**src/rtl/console_pkg.sv**
```systemverilog
package console_pkg;

  typedef enum logic [2:0] {
    SEL_NONE,
    SEL_KSTAT,
    SEL_KDATA,
    SEL_DSTAT,
    SEL_DDATA
  } reg_sel_e;

endpackage

```
**src/rtl/kbd_port.sv**
```systemverilog
module kbd_port #(
  parameter int unsigned CHAR_W = 8
) (
  input  logic              clk,
  input  logic              rst,
  input  logic              key_valid,
  input  logic [CHAR_W-1:0] key_data,
  output logic              key_ready,
  input  logic              clr_pend,
  output logic              pend_q,
  output logic [CHAR_W-1:0] char_q
);

  logic accept;

  assign accept    = key_valid && !pend_q;
  assign key_ready = !pend_q;

  always_ff @(posedge clk) begin
    if (rst) begin
      pend_q <= 1'b0;
      char_q <= '0;
    end else if (accept) begin
      pend_q <= 1'b1;
      char_q <= key_data;
    end else if (clr_pend) begin
      pend_q <= 1'b0;
    end
  end

endmodule

```
**src/rtl/disp_port.sv**
```systemverilog
module disp_port #(
  parameter int unsigned CHAR_W = 8
) (
  input  logic              clk,
  input  logic              rst,
  input  logic              wr_char,
  input  logic [CHAR_W-1:0] wr_byte,
  input  logic              disp_done,
  output logic              ready_q,
  output logic              valid_q,
  output logic [CHAR_W-1:0] char_q
);

  logic take;

  assign take = wr_char && ready_q;

  always_ff @(posedge clk) begin
    if (rst) begin
      ready_q <= 1'b1;
      valid_q <= 1'b0;
      char_q  <= '0;
    end else begin
      valid_q <= take;
      if (take) begin
        char_q  <= wr_byte;
        ready_q <= 1'b0;
      end else if (disp_done) begin
        ready_q <= 1'b1;
      end
    end
  end

endmodule

```
**src/rtl/con_rd_mux.sv**
```systemverilog
module con_rd_mux
  import console_pkg::*;
#(
  parameter int unsigned WORD_W = 16,
  parameter int unsigned CHAR_W = 8
) (
  input  reg_sel_e          sel,
  input  logic              kbd_pend,
  input  logic [CHAR_W-1:0] kbd_char,
  input  logic              dsp_ready,
  input  logic [CHAR_W-1:0] dsp_char,
  output logic [WORD_W-1:0] word
);

  localparam int unsigned FLAG_BIT = WORD_W - 1;

  always_comb begin
    word = '0;
    unique case (sel)
      SEL_KSTAT: word[FLAG_BIT]   = kbd_pend;
      SEL_KDATA: word[CHAR_W-1:0] = kbd_char;
      SEL_DSTAT: word[FLAG_BIT]   = dsp_ready;
      SEL_DDATA: word[CHAR_W-1:0] = dsp_char;
      default:   word = '0;
    endcase
  end

endmodule

```
**src/rtl/console_regs.sv**
```systemverilog
module console_regs
  import console_pkg::*;
#(
  parameter int unsigned WORD_W     = 16,
  parameter int unsigned CHAR_W     = 8,
  parameter logic [15:0] KSTAT_ADDR = 16'hF400,
  parameter logic [15:0] KDATA_ADDR = 16'hF401,
  parameter logic [15:0] DSTAT_ADDR = 16'hF3FC,
  parameter logic [15:0] DDATA_ADDR = 16'hF3FF
) (
  input  logic              clk,
  input  logic              rst,
  input  logic [15:0]       bus_addr,
  input  logic              bus_rd,
  input  logic              bus_wr,
  input  logic [WORD_W-1:0] bus_wdata,
  output logic [WORD_W-1:0] bus_rdata,
  input  logic              key_valid,
  input  logic [CHAR_W-1:0] key_data,
  output logic              key_ready,
  output logic              disp_valid,
  output logic [CHAR_W-1:0] disp_data,
  input  logic              disp_done
);

  reg_sel_e          sel;
  logic              kbd_pend;
  logic [CHAR_W-1:0] kbd_char;
  logic              dsp_ready;
  logic [WORD_W-1:0] rd_word;

  always_comb begin
    unique case (bus_addr)
      KSTAT_ADDR: sel = SEL_KSTAT;
      KDATA_ADDR: sel = SEL_KDATA;
      DSTAT_ADDR: sel = SEL_DSTAT;
      DDATA_ADDR: sel = SEL_DDATA;
      default:    sel = SEL_NONE;
    endcase
  end

  kbd_port #(.CHAR_W(CHAR_W)) kbd_i (
    .clk       (clk),
    .rst       (rst),
    .key_valid (key_valid),
    .key_data  (key_data),
    .key_ready (key_ready),
    .clr_pend  (bus_rd && (sel == SEL_KDATA)),
    .pend_q    (kbd_pend),
    .char_q    (kbd_char)
  );

  disp_port #(.CHAR_W(CHAR_W)) dsp_i (
    .clk       (clk),
    .rst       (rst),
    .wr_char   (bus_wr && (sel == SEL_DDATA)),
    .wr_byte   (bus_wdata[CHAR_W-1:0]),
    .disp_done (disp_done),
    .ready_q   (dsp_ready),
    .valid_q   (disp_valid),
    .char_q    (disp_data)
  );

  con_rd_mux #(.WORD_W(WORD_W), .CHAR_W(CHAR_W)) mux_i (
    .sel       (sel),
    .kbd_pend  (kbd_pend),
    .kbd_char  (kbd_char),
    .dsp_ready (dsp_ready),
    .dsp_char  (disp_data),
    .word      (rd_word)
  );

  always_ff @(posedge clk) begin
    if (rst) begin
      bus_rdata <= '0;
    end else if (bus_rd) begin
      bus_rdata <= rd_word;
    end
  end

endmodule

```
**config.mk**
```make
export PLATFORM = sky130hd
export DESIGN_NAME = console_regs
export DESIGN_NICKNAME = d
export VERILOG_FILES = /design/src/rtl/console_pkg.sv /design/src/rtl/kbd_port.sv /design/src/rtl/disp_port.sv /design/src/rtl/con_rd_mux.sv /design/src/rtl/console_regs.sv
export SDC_FILE = /design/constraint.sdc
export NUM_CORES = 1
export LEC_CHECK = 0
export CAP_MARGIN = 0
export CORE_AREA = 2 2 75 77
export DETAILED_ROUTE_END_ITERATION = 6
export DIE_AREA = 0 0 77 79
export DONT_BUFFER_PORTS = 1
export SYNTH_ARGS = -nofsm -noshare
export SYNTH_HDL_FRONTEND = slang
export SYNTH_HIERARCHICAL = 1
export SYNTH_SLANG_ARGS = --single-unit
```
**constraint.sdc**
```tcl
create_clock -name clk -period 1.6 [get_ports clk]
set_input_delay 0.08 -clock clk [delete_from_list [all_inputs] [get_ports clk]]
set_output_delay 0.08 -clock clk [all_outputs]
set_load 0.005 [all_outputs]
```
==> impl_metrics.yaml <==
logic_synthesis:
  ys_ff_latch: 35
  netlist.area_leader.share_pct: 36.4
  synth_fa_ha_area_share_pct: 0
  syn_inst: 196
  ys_types: 38
  synth_top_family_by_area: "simple AND/OR/NAND/NOR gates"
  yosysSeqAreaShare_pct: 36.4
  netlist_area_mm2: 0.00192
  synth.area.mux_share_pct: 8.85
  syn_avg_cell_area_um2: 9.81
  synthXorXnorAreaFrac_pct: 0
  yosys.area_share.simple_pct: 24.3
  synthTopCellsByArea: "dfxtp_1 36%, mux2i_1 8.8%, o32ai_2 6.8%"
  yosys_warnings: 6
  synth_compound_area_share_pct: 18.7
  synth_top_area_cell: "dfxtp_1"
cts:
  cts_tree: "yes"
  insertion_delay_ns: 0.28
  htreeDepth: 2
  cts_root_buf: "clkbuf_8"
  clock_sinks: 35
  cts_setup_buffers: 0
  cts_buffers: 5
  clk_pin_slew_ns: 0.07
  cts_buffer_depth: 2
setup_path:
  slowest_delay_ns: 0.55
  critical_path_arrival_ns: 1.65
  slowest_stage: "dlygate4sd3_1"
  startpoint_type: "input port"
  path_max_fanout: 17
  required_ns: 1.77
  cp-end-kind: "flop"
  cp_top_family: "buffers and inverters"
  r2r_slack_ns: 0.18
  path_class: "input port to flop"
  cp_cell_sequence: "and4b_1 -> nand4_2 -> nor3_2 -> buf_6 -> a21bo_1 -> a21oi_2 -> dlygate4sd3_1"
  cp_num_buf_inv: 2
place:
  io_buffers: 0
  pre_cts_ws_ns: 0.0784
  placedCellCount: 259
  hpwlAfterDp_um: 2650
  place_congestion: 0.702
final_layout:
  fillCellCount: 561
  finish.net_count: 261
  final_util_pct: 42.0
  diodes: 0
  drive_above_1_share_pct: 21.3
  final_cells: 288
  area_growth_pct: 16.5
power:
  leakage_nw: 0.842
  p_clk_share_pct: 36.2
  seqPwrFrac_pct: 54.4
  ir_worst_vdd_mv: 0.550
  p_int_mw: 1.29
  switching_share_pct: 23.2
  p_comb_share_pct: 9.5
  cellPowerDensity_mw_per_mm2: 749
  p_switching_uw: 389
drt:
  first_pass_iters: 4
  ant_nets: 0
  drt_wl_total_um: 4050
  drt-initial-drc-count: 28
  via_per_inst: 4.69
  vias: 1350
  drc: 0
  wl_per_cell_um: 14.1
sta:
  period_minus_slack_ns: 1.48
  finalSetupTns_ns: 0
  relSlewSlack_pct: 38.2
  setup_violations: 0
  rsz0062_at_grt: "no"
  worst_pin_slew_ns: 0.924
  post-route-period-util_pct: 92.5
  finalHoldViolCount: 0
  holdWs_ns: 0.0113
  drv_slew: 0
  layout_setup_ws_ns: 0.120
  fmax_mhz: 676
  fin_worst_skew_ns: 0.00267
global_route:
  overflow: 0
  antenna_found_initial: 0
  grt_max_degree: 37
  track_usage_pct: 13.3
  grt_pass1_vias: 1313
  grt_pass1_wl_um: 6440
run_status:
  outcome: "finished clean"
floorplanning:
  start_util_pct: 36.0
  core_area_mm2: 0.00534
  io_pins: 72
  die_x_um: 77
  num_rows: 27
  die_h_um: 79
  die-area_mm2: 0.00608
run:
  max_cap_violations: 0
min_path:
  hold_class: "input port to flop"
-- per-layer routing --
layer | GRT usage (%) | vias to the layer above | routed length, µm
met1 | 17.1 | 597 | 1970
li1 | - | 712 | -
met2 | 21.1 | 37 | 1760
met5 | 0 | - | 0
met3 | 5.45 | 4 | 300
met4 | 3.21 | 0 | 21
-- registers in the layout (all words and copies together) (netlist names) --
| name | cells |
|---|---|
| bus_rdata | 16 |
| dsp_i/char_q | 8 |
| kbd_i/char_q | 8 |
| dsp_i/ready_q | 1 |
| dsp_i/valid_q | 1 |
| kbd_i/pend_q | 1 |
-- synthesized netlist by cell type --
cell,count
dfxtp_1,35
nor2_1,20
mux2i_1,17
buf_4,10
inv_1,10
nand2_1,10
nand2b_1,9
nand3_1,9
nand4bb_1,8
o21ai_2,8
o32ai_2,8
a21oi_1,7
a21bo_2,6
buf_6,5
clkbuf_1,3
nor3_1,3
a21bo_1,2
a21oi_2,2
and4b_1,2
buf_2,2
buf_8,2
nand4_1,2
a211oi_1,1
a211oi_2,1
and2_2,1
and2b_4,1
and3_1,1
conb_1,1
nand3_2,1
nand4_2,1
nor2b_1,1
nor3b_1,1
nor4b_1,1
nor4b_4,1
o21bai_1,1
or2_1,1
or3_1,1
or3_4,1
-- through the flow --
step	cell area, µm²	power [mW]
finish	2240	1.68
global route	2240	1.75
CTS	2240	1.72
detailed placement	1940	1.02
global placement	1940	1.02
floorplan	1950	1.04
-- path summary, 6_finish.rpt --
path / startpoint / end / cells past startpoint
setup reg to reg: dsp_i/ready_q / dsp_i/char_q[2] / 4
hold / removal: rst / kbd_i/char_q[5] / 2
setup / recovery: bus_addr[10] / dsp_i/char_q[2] / 7
hold reg to reg: kbd_i/char_q[5] / kbd_i/char_q[5] / 2
-- worst register-to-register path: cells and delay by family (launching register included) --
| family | cells | cell delay (ns) |
|---|---|---|
| AO/OA/AOI/OAI | 2 | 0.20 |
| flip-flops | 1 | 0.34 |
| buffers and inverters | 2 | 0.77 |
-- placed cells by master (no fill, tap or decap), types with 6 or more instances in the layout --
cell and instances:
a21bo_2 6, a21oi_1 7, conb_1 7, dfxtp_1 35, dlygate4sd3_1 20, inv_1 10, mux2i_1 17, nand2_1 10
nand2b_1 9, nand3_1 9, nand4bb_1 8, nor2_1 20, o21ai_2 8, o32ai_2 8
-- power groups by stage --
stage	clock network [mW]	registers (mW)	logic (mW)
2_1_floorplan	0	0.927	0.116
3_3_place_gp	0	0.932	0.0884
3_5_place_dp	0	0.931	0.0897
4_1_cts	0.644	0.912	0.160
5_1_grt	0.666	0.914	0.174
6_report	0.607	0.912	0.159
-- layout make-up --
type | instances | area, µm² | area share [%]
tap | 72 | 90.1 | 4.02
clock inverter | 1 | 5.00 | 0.223
sequential | 35 | 701 | 31.3
clock buffer | 7 | 76.3 | 3.41
multi-input combinational | 135 | 1030 | 46.0
timing repair buffer | 28 | 302 | 13.5
inverter | 10 | 37.5 | 1.68
-- kinds of logic (layout without fill, tap and decap cells) --
family,count (synthesis),count (layout)
buf+inv,32,46
mux,17,17
simple gates,75,75
flops,35,35
other cells,1,7
compound gates,36,36
-- repair_timing --
action | 4_1_cts | 5_1_grt
setup endpoints to repair | 0 | 1
hold endpoints to repair | 35 | 0
resized for setup | 0 | 1
hold buffers | 21 | 0
(Power assumes the default switching activity.)
